## src/rtl/pix_unpack_pkg.sv

```systemverilog
package pix_unpack_pkg;

  typedef struct packed {
    logic [7:0] a;
    logic [7:0] c2;
    logic [7:0] c1;
    logic [7:0] c0;
  } pix_t;

  localparam logic [3:0] FMT_YUV420 = 4'd0;
  localparam logic [3:0] FMT_YUV422 = 4'd1;
  localparam logic [3:0] FMT_RGB565 = 4'd4;
  localparam logic [3:0] FMT_RGB888 = 4'd5;
  localparam logic [3:0] FMT_RGBA   = 4'd6;
  localparam logic [3:0] FMT_ARGB   = 4'd7;
  localparam logic [1:0] LAYOUT_INTERLEAVED = 2'd2;

  // widen a 5-bit channel to 8 bits by repeating its top bits
  function automatic logic [7:0] widen5(input logic [4:0] v);
    return {v, v[4:2]};
  endfunction

  // widen a 6-bit channel to 8 bits by repeating its top bits
  function automatic logic [7:0] widen6(input logic [5:0] v);
    return {v, v[5:4]};
  endfunction

  // decode one pixel from the four oldest buffered bytes
  function automatic pix_t decode_pixel(input logic [3:0] fmt, input logic rb,
                                        input logic yc, input logic [31:0] w,
                                        input logic ph);
    pix_t p;
    logic [7:0] r, g, b, y0, y1, u, v;
    r = 8'h00; g = 8'h00; b = 8'h00;
    p.a = 8'hFF;
    case (fmt)
      FMT_RGB565: begin
        r = widen5(w[15:11]);
        g = widen6(w[10:5]);
        b = widen5(w[4:0]);
      end
      FMT_RGB888: begin
        b = w[7:0]; g = w[15:8]; r = w[23:16];
      end
      FMT_RGBA: begin
        b = w[7:0]; g = w[15:8]; r = w[23:16]; p.a = w[31:24];
      end
      FMT_ARGB: begin
        p.a = w[7:0]; b = w[15:8]; g = w[23:16]; r = w[31:24];
      end
      default: ;
    endcase
    if (fmt == FMT_YUV422) begin
      if (yc) begin
        y0 = w[7:0];  u = w[15:8];  y1 = w[23:16]; v = w[31:24];
      end else begin
        u = w[7:0];   y0 = w[15:8]; v = w[23:16];  y1 = w[31:24];
      end
      p.c0 = ph ? y1 : y0;
      p.c1 = rb ? v : u;
      p.c2 = rb ? u : v;
    end else begin
      p.c0 = rb ? b : r;
      p.c1 = g;
      p.c2 = rb ? r : b;
    end
    return p;
  endfunction

endpackage

```

## src/rtl/pix_unpack_cfg.sv

```systemverilog
module pix_unpack_cfg (
  input  logic [3:0] fmt,
  input  logic [1:0] layout,
  output logic       bad,
  output logic [2:0] grp_bytes,
  output logic       two_px
);
  import pix_unpack_pkg::*;

  always_comb begin
    bad       = 1'b0;
    grp_bytes = 3'd4;
    two_px    = 1'b0;
    case (fmt)
      FMT_YUV422: two_px = 1'b1;
      FMT_RGB565: grp_bytes = 3'd2;
      FMT_RGB888: grp_bytes = 3'd3;
      FMT_RGBA, FMT_ARGB: grp_bytes = 3'd4;
      default: bad = 1'b1;
    endcase
    if (layout != LAYOUT_INTERLEAVED) bad = 1'b1;
  end
endmodule

```

## src/rtl/pix_unpack_buf.sv

```systemverilog
module pix_unpack_buf #(
  parameter int WORD_BYTES = 4,
  parameter int BUF_WORDS  = 2,
  localparam int BUF_BYTES = WORD_BYTES * BUF_WORDS,
  localparam int BUF_BITS  = 8 * BUF_BYTES,
  localparam int CW        = $clog2(BUF_BYTES + 1),
  localparam int PW        = $clog2(WORD_BYTES + 1)
) (
  input  logic                    clk,
  input  logic                    rst_n,
  input  logic                    push,
  input  logic [8*WORD_BYTES-1:0] word,
  input  logic [PW-1:0]           pop_n,
  output logic [8*WORD_BYTES-1:0] window,
  output logic [CW-1:0]           held
);
  logic [BUF_BITS-1:0] store;
  logic [BUF_BITS-1:0] shifted, inserted;
  logic [CW-1:0]       held_after_pop;

  always_comb begin
    shifted        = store >> {pop_n, 3'b000};
    held_after_pop = held - CW'(pop_n);
    inserted       = BUF_BITS'(word) << {held_after_pop, 3'b000};
  end

  always_ff @(posedge clk) begin
    if (!rst_n) begin
      store <= '0;
      held  <= '0;
    end else if (push) begin
      store <= shifted | inserted;
      held  <= held_after_pop + CW'(WORD_BYTES);
    end else begin
      store <= shifted;
      held  <= held_after_pop;
    end
  end

  assign window = store[8*WORD_BYTES-1:0];
endmodule

```

## src/rtl/pix_unpack_map.sv

```systemverilog
module pix_unpack_map (
  input  logic [3:0]  fmt,
  input  logic        rb,
  input  logic        yc,
  input  logic [31:0] win,
  input  logic        ph,
  output logic [7:0]  c0,
  output logic [7:0]  c1,
  output logic [7:0]  c2,
  output logic [7:0]  a
);
  import pix_unpack_pkg::*;
  pix_t p;
  always_comb p = decode_pixel(fmt, rb, yc, win, ph);
  assign c0 = p.c0;
  assign c1 = p.c1;
  assign c2 = p.c2;
  assign a  = p.a;
endmodule

```

## src/rtl/pix_unpack.sv

```systemverilog
module pix_unpack #(
  parameter int BUF_WORDS = 2,
  localparam int WORD_BYTES = 4,
  localparam int BUF_BYTES  = WORD_BYTES * BUF_WORDS,
  localparam int CW         = $clog2(BUF_BYTES + 1),
  localparam int PW         = $clog2(WORD_BYTES + 1)
) (
  input  logic        clk,
  input  logic        rst_n,
  input  logic [3:0]  cfg_fmt,
  input  logic        cfg_rbswap,
  input  logic        cfg_ycswap,
  input  logic [1:0]  cfg_layout,
  input  logic        in_valid,
  output logic        in_ready,
  input  logic [31:0] in_data,
  output logic        out_valid,
  input  logic        out_ready,
  output logic [7:0]  px_c0,
  output logic [7:0]  px_c1,
  output logic [7:0]  px_c2,
  output logic [7:0]  px_a,
  output logic        err
);
  logic          cfg_err;
  logic [2:0]    grp_bytes;
  logic          two_px;
  logic [CW-1:0] bytes_held;
  logic [31:0]   window;
  logic [PW-1:0] pop_n;
  logic          phase;
  logic          word_push, pix_xfer, grp_done;
  logic [7:0]    held_bytes_w;

  pix_unpack_cfg u_cfg (
    .fmt(cfg_fmt), .layout(cfg_layout), .bad(cfg_err),
    .grp_bytes(grp_bytes), .two_px(two_px)
  );

  assign err       = cfg_err;
  assign in_ready  = cfg_err || (bytes_held <= CW'(BUF_BYTES - WORD_BYTES));
  assign out_valid = !cfg_err && (bytes_held >= CW'(grp_bytes));
  assign word_push = in_valid && in_ready && !cfg_err;
  assign pix_xfer  = out_valid && out_ready;
  assign grp_done  = pix_xfer && (!two_px || phase);
  assign pop_n     = grp_done ? PW'(grp_bytes) : '0;
  assign held_bytes_w = 8'(bytes_held);

  always_ff @(posedge clk) begin
    if (!rst_n)                  phase <= 1'b0;
    else if (pix_xfer && two_px) phase <= ~phase;
  end

  pix_unpack_buf #(.WORD_BYTES(WORD_BYTES), .BUF_WORDS(BUF_WORDS)) u_buf (
    .clk(clk), .rst_n(rst_n), .push(word_push), .word(in_data),
    .pop_n(pop_n), .window(window), .held(bytes_held)
  );

  pix_unpack_map u_map (
    .fmt(cfg_fmt), .rb(cfg_rbswap), .yc(cfg_ycswap), .win(window), .ph(phase),
    .c0(px_c0), .c1(px_c1), .c2(px_c2), .a(px_a)
  );
endmodule

```

## config.mk

```make
export PLATFORM = sky130hd
export DESIGN_NAME = pix_unpack
export DESIGN_NICKNAME = d
export VERILOG_FILES = /design/src/rtl/pix_unpack_pkg.sv /design/src/rtl/pix_unpack_cfg.sv /design/src/rtl/pix_unpack_buf.sv /design/src/rtl/pix_unpack_map.sv /design/src/rtl/pix_unpack.sv
export SDC_FILE = /design/constraint.sdc
export NUM_CORES = 1
export LEC_CHECK = 0
export ABC_AREA = 1
export BUFFER_PORTS_ARGS = -buffer_cell sky130_fd_sc_hd__buf_2
export CAP_MARGIN = 20
export CELL_PAD_IN_SITES_DETAIL_PLACEMENT = 1
export CELL_PAD_IN_SITES_GLOBAL_PLACEMENT = 2
export CORE_AREA = 8 8 150 152
export DETAILED_ROUTE_END_ITERATION = 8
export DIE_AREA = 0 0 158 160
export GPL_TIMING_DRIVEN = 0
export PLACE_DENSITY_LB_ADDON = 0.2
export SYNTH_ARGS = -nofsm -noshare
export SYNTH_HDL_FRONTEND = slang
export SYNTH_SLANG_ARGS = --single-unit
```

## constraint.sdc

```tcl
create_clock -name clk -period 10.7 [get_ports clk]
set_clock_uncertainty 0.1 [all_clocks]
set_input_delay 0.535 -clock clk [delete_from_list [all_inputs] [get_ports clk]]
set_output_delay 0.535 -clock clk [all_outputs]
set_load 0.02 [all_outputs]
```

# Yosys cells after proc, flatten, opt, wreduce, memory -nomap -nowiden
# Cells that the tools add are included.
dict set report classes {
  reduce_logical 12
  div_mod_pow 0
  add_sub_neg 2
  n_eq_ne 6
  shift 2
  n_mul 0
  muxes 21
  bitwise 2
  order_cmp 2
}
# operator n
set op_table {}
lappend op_table {{2-to-1 mux 8 bit} 9}
lappend op_table {{case mux 8 bit (3 select lines)} 3}
lappend op_table {{2-to-1 mux 64 bit} 1}
lappend op_table {{OR 64 bit} 1}
lappend op_table {{<< shifter 32 x 7 -> 64 bit} 1}
lappend op_table {{>> shifter 64 x 6 -> 64 bit} 1}
lappend op_table {{2-to-1 mux 24 bit} 1}
lappend op_table {{equality test 4 x 3 -> 1 bit (second input constant)} 4}
lappend op_table {{case mux 8 bit (2 select lines)} 1}
lappend op_table {{logical AND 1 bit} 6}
lappend op_table {{case mux 3 bit (2 select lines)} 1}
lappend op_table {{OR reduction 5 bit} 1}
lappend op_table {{adder 4 x 3 -> 4 bit (second input constant)} 1}
lappend op_table {{equality test 4 x 1 -> 1 bit (second input constant)} 1}
lappend op_table {{greater-or-equal comparator 4 x 3 -> 1 bit} 1}
lappend op_table {{less-or-equal comparator 4 x 3 -> 1 bit (second input constant)} 1}
lappend op_table {{2-to-1 mux 4 bit} 1}
lappend op_table {{subtractor 4 x 3 -> 4 bit} 1}
lappend op_table {{2-to-1 mux 1 bit} 3}
lappend op_table {{2-to-1 mux 3 bit} 1}
lappend op_table {{logical NOT 1 bit} 2}
lappend op_table {{logical OR 1 bit} 2}
lappend op_table {{inequality test 2 bit (second input constant)} 1}
lappend op_table {{OR reduction 2 bit} 1}
lappend op_table {{NOT 1 bit} 1}
dict set report word_totals {
  ff_bits 69
  rom_bits 0
  memories 0
  elab_cells 50
  input_bits 44
  latch_bits 0
  mem_bits_rw 0
  output_inout_bits 35
}

# Logic depth before layout (Yosys ltp)
dict set report logic_depth {
  depth_word 13
  depth_mapped 27
  mapped_depth_nobuf 23
}

# Cells and area by module
# Synthesis repeated with hierarchy kept, for this count alone.
dict set report unflattened {
  cells_unflattened 1389
  area_unflattened_um2 7470.9
}
# mod instances cells_each area_per_inst_um2
set by_module_without_submodules {}
lappend by_module_without_submodules {pix_unpack_buf 1 994 5589.1}
lappend by_module_without_submodules {pix_unpack_map 1 340 1604.0}
lappend by_module_without_submodules {pix_unpack 1 39 212.7}
lappend by_module_without_submodules {pix_unpack_cfg 1 16 65.1}

# Worst setup path after synthesis
# Ideal clock, no wire load.
dict set report synth_path {
  path_type {input to register}
  start {input port cfg_fmt[3]}
  end {register u_buf.store[48]}
  slack_ns 6.342
  n_path_buf 4
  path_stages 23
  arrival_ns 4.126
  required_ns 10.468
  path_cell_list {inv_1 > nand2_1 > nor2_1 > inv_1 > clkbuf_1 > ha_1 > nand2_1 > nand2_1 > nand2_1 > nand3_1 > nand4_4 > nor2_4 > inv_2 > buf_2 > buf_2 > ha_1 > xnor2_1 > inv_1 > nand2_1 > buf_1 > o22ai_1 > nand2_1 > a21oi_1}
}
dict set report synth_via {
  elab_chain_len 13
  word_cells_on_any_way 26
  cone_classes {add/sub: 1; order compare: 1; eq/ne: 5; shift: 2; mux: 6; bitwise: 1; reduce/logical: 10}
}
# item line_no
set synth_rtl {}
lappend synth_rtl {{start: declaration} pix_unpack.sv:10} ;# input logic [3:0] cfg_fmt,
lappend synth_rtl {{branches (longest 12 deep; another with greater-or-equal comparator 4 x 3 -> 1 bit)} n/a}
lappend synth_rtl {{2-to-1 mux 64 bit *} pix_unpack_buf.sv:31} ;# end else if (push) begin
lappend synth_rtl {{end signal: assignment} pix_unpack_buf.sv:32} ;# store <= shifted | inserted;
lappend synth_rtl {{end signal: assignment} pix_unpack_buf.sv:35} ;# store <= shifted;
lappend synth_rtl {{end: declaration} pix_unpack_buf.sv:17} ;# logic [BUF_BITS-1:0] store;
# Mark *: on every way between the ends.
# A chain may end at the register's enable or synchronous reset.

# Final worst setup path
dict set report layout_path {
  start {input port cfg_fmt[3]}
  end {register u_buf.store[12]}
}
# Same word-level chain as after synthesis.

==> impl_metrics.json <==
{
  "p_leak_uw": 0.00313,
  "antenna_found_initial": 0,
  "vias": 7911,
  "grt_max_degree": 11,
  "grt_overflow": 0,
  "instances_no_fill": 1509,
  "syn_area_per_cell_um2": 5.65,
  "dpl_cell_area_um2": 7200,
  "rows": 52,
  "ys_warn_count": 0,
  "fmaxAchievable_mhz": 165,
  "required_ps": 10800,
  "synth_top_family_by_area": "simple AND/OR/NAND/NOR gates",
  "pwr-share-comb": 0.180,
  "rsz0062_at_grt": "no",
  "synthesis.nets": 1200,
  "fin_nets": 1287,
  "synth_edf_count": 0,
  "io_buffers": 76,
  "post_cts_buffers": 0,
  "cts_buffer_depth": 2,
  "sequentialPowerShare": 0.399,
  "synth_mux_area_frac": 0,
  "synth_area_um2": 6490,
  "grt_pass1_wl_um": 47600,
  "core_area_um2": 20000,
  "worst-setup-path-type": "in2reg",
  "hpwl_um": 24800,
  "cts_inserted_buffers": 9,
  "die_w_um": 158,
  "routed_via_density": 5.24,
  "synth_simple_gate_area_frac": 0.348,
  "final_util": 0.373,
  "p_sw_frac": 0.308,
  "place_congestion": 0.920,
  "synthCells": 1149,
  "hp-class": "reg2reg",
  "initial_core_util": 0.324,
  "place_inst": 1495,
  "htree_levels": 3,
  "path_clk_slew_ps": 60,
  "ys_ff_latch": 69,
  "worstSkewPairLatency_ps": 340,
  "power.density_nw_per_um2": 90.1,
  "grt_pass1_vias": 8187,
  "p_int_uw": 466,
  "p_sw_uw": 207,
  "vdd_drop_max_v": 0.0000747,
  "fin_crit_ps": 6050,
  "status": "completed",
  "cts_resized": 0,
  "yosysTopAreaCellShare": 0.213,
  "cts-root-buf": "clkbuf_16",
  "io_pins": 79,
  "start_kind": "input pin",
  "power_frac_clock": 0.421,
  "n_antenna_cell": 0,
  "drive_above_1_share": 0.105,
  "synth_cell_type_count": 40,
  "drt_pass1_iterations": 5,
  "cp_data_arrival_time_ps": 6150,
  "cp-end-kind": "register",
  "detail-route-antenna-nets": 0,
  "drcViolationCount": 0,
  "finalHoldViolCount": 0,
  "drv_slew": 0,
  "dieArea_um2": 25300,
  "tightestPinTransition_ps": 897,
  "setup_violations": 0,
  "critPathMaxFanout": 10,
  "ctsHoldBuffers": 0,
  "synth_largest_area_cell": "dfxtp_1",
  "synthXorXnorAreaFrac": 0.00270,
  "synth_area_leaders": "dfxtp_1 (21%), nand2_1 (21%), inv_1 (8.6%), o21ai_0 (7.8%), nand3_1 (7.6%)",
  "cts_tree": "yes",
  "synth_flop_cell": "dfxtp_1",
  "clock_sinks": 69,
  "design_area_um2": 7470,
  "post-route-period-util": 0.566,
  "syn_to_final_growth_pct": 15.2,
  "drt-total-wl_um": 30200,
  "synth_fa_ha_area_frac": 0.0147,
  "hold_ws_ps": 369,
  "slew_headroom": 0.398,
  "synth_compound_area_frac": 0.279,
  "die_h_um": 160,
  "synth_most_common_cell": "nand2_1",
  "async_flop_share": 0,
  "synthTopCellsByCount": "nand2_1 (356), inv_1 (148), o21ai_0 (101), nand3_1 (98), a21oi_1 (88)",
  "drt-initial-drc-count": 428,
  "grt_usage": 0.242,
  "setup_tns_ps": 0,
  "wire_per_inst_um": 20.0,
  "drv_cap": 0,
  "ys_seq_area_frac": 0.213
}
## stage by stage
stage | power (uW) | setup WS, ps
3_3_place_gp | 392 | 4460
6_report | 673 | 4650
2_1_floorplan | 348 | 6340
5_1_grt | 700 | 4310
4_1_cts | 673 | 4710
3_5_place_dp | 394 | 4380
## logic make-up (layout without fill, tap and decap cells)
| group | after synthesis | count (layout) |
|---|---|---|
| AO/OA/AOI/OAI | 305 | 305 |
| adder cells (fa/ha/maj) | 7 | 7 |
| AND/OR/NAND/NOR | 530 | 530 |
| flip-flops | 69 | 69 |
| buffers and inverters | 236 | 326 |
| XOR/XNOR | 2 | 2 |
## registers in the layout (all words and copies together) (netlist names)
name / count
phase: 1
u_buf.store: 64
u_buf.held: 4
## metal layers
layer | part of all wire | vias up | GRT usage
li1 | - | 4013 | -
met1 | 0.44 | 3670 | 0.297
met2 | 0.50 | 194 | 0.435
met3 | 0.041 | 34 | 0.0294
met4 | 0.019 | 0 | 0.0630
met5 | 0 | - | 0
## layout make-up
class | instances | area, um2
clock inverter | 1 | 7.51
timing repair buffer | 76 | 380
fill | 2876 | 12600
sequential | 69 | 1380
clock buffer | 13 | 260
multi-input combinational | 844 | 4180
tap | 270 | 338
buffer | 82 | 348
inverter | 154 | 578
## layout by cell type (no fill, tap or decap), drive strengths merged, types with 3 or more instances in the layout
| cell type | instances |
|---|---|
| o221ai | 14 |
| o21ai | 102 |
| o22ai | 33 |
| buf | 106 |
| nor3 | 12 |
| nor2 | 36 |
| or2 | 9 |
| a21oi | 89 |
| a31oi | 9 |
| a22o | 4 |
| dfxtp | 69 |
| nand4 | 12 |
| clkinv | 3 |
| ha | 6 |
| o2111ai | 8 |
| nand3 | 99 |
| o211ai | 43 |
| clkbuf | 65 |
| inv | 151 |
| nand2 | 357 |
## critical path, cell delays in order
cell and delay, ps:
buf_2 110, inv_1 40, nand2_1 120, nor2_1 440
inv_1 150, clkbuf_1 310, ha_1 400, nand2_1 60
nand2_1 60, nand2_1 50, nand3_1 200, nand4_4 270
nor2_4 310, inv_2 60, buf_2 210, buf_2 250
ha_1 360, xnor2_1 740, inv_1 280, nand2_1 250
clkbuf_1 500, o21ai_0 270, inv_1 100, a21oi_1 60
## final timing paths
kind / startpoint / to / depth (start not counted) / slack, ps
worst max-delay path: cfg_fmt[3] / u_buf.store[12] / 24 / 4650
worst min-delay path: u_buf.store[55] / u_buf.store[55] / 2 / 370
worst max register to register: u_buf.held[2] / u_buf.store[12] / 18 / 5760
worst min register to register: u_buf.store[55] / u_buf.store[55] / 2 / 370
## power by group through the flow
stage	logic [uW]	registers (uW)	clock network, uW
3_3_place_gp	119	274	0
3_5_place_dp	121	274	0
5_1_grt	135	269	296
6_report	121	268	284
4_1_cts	121	268	283
2_1_floorplan	76.9	271	0
Power figures use the tool's default switching activity.
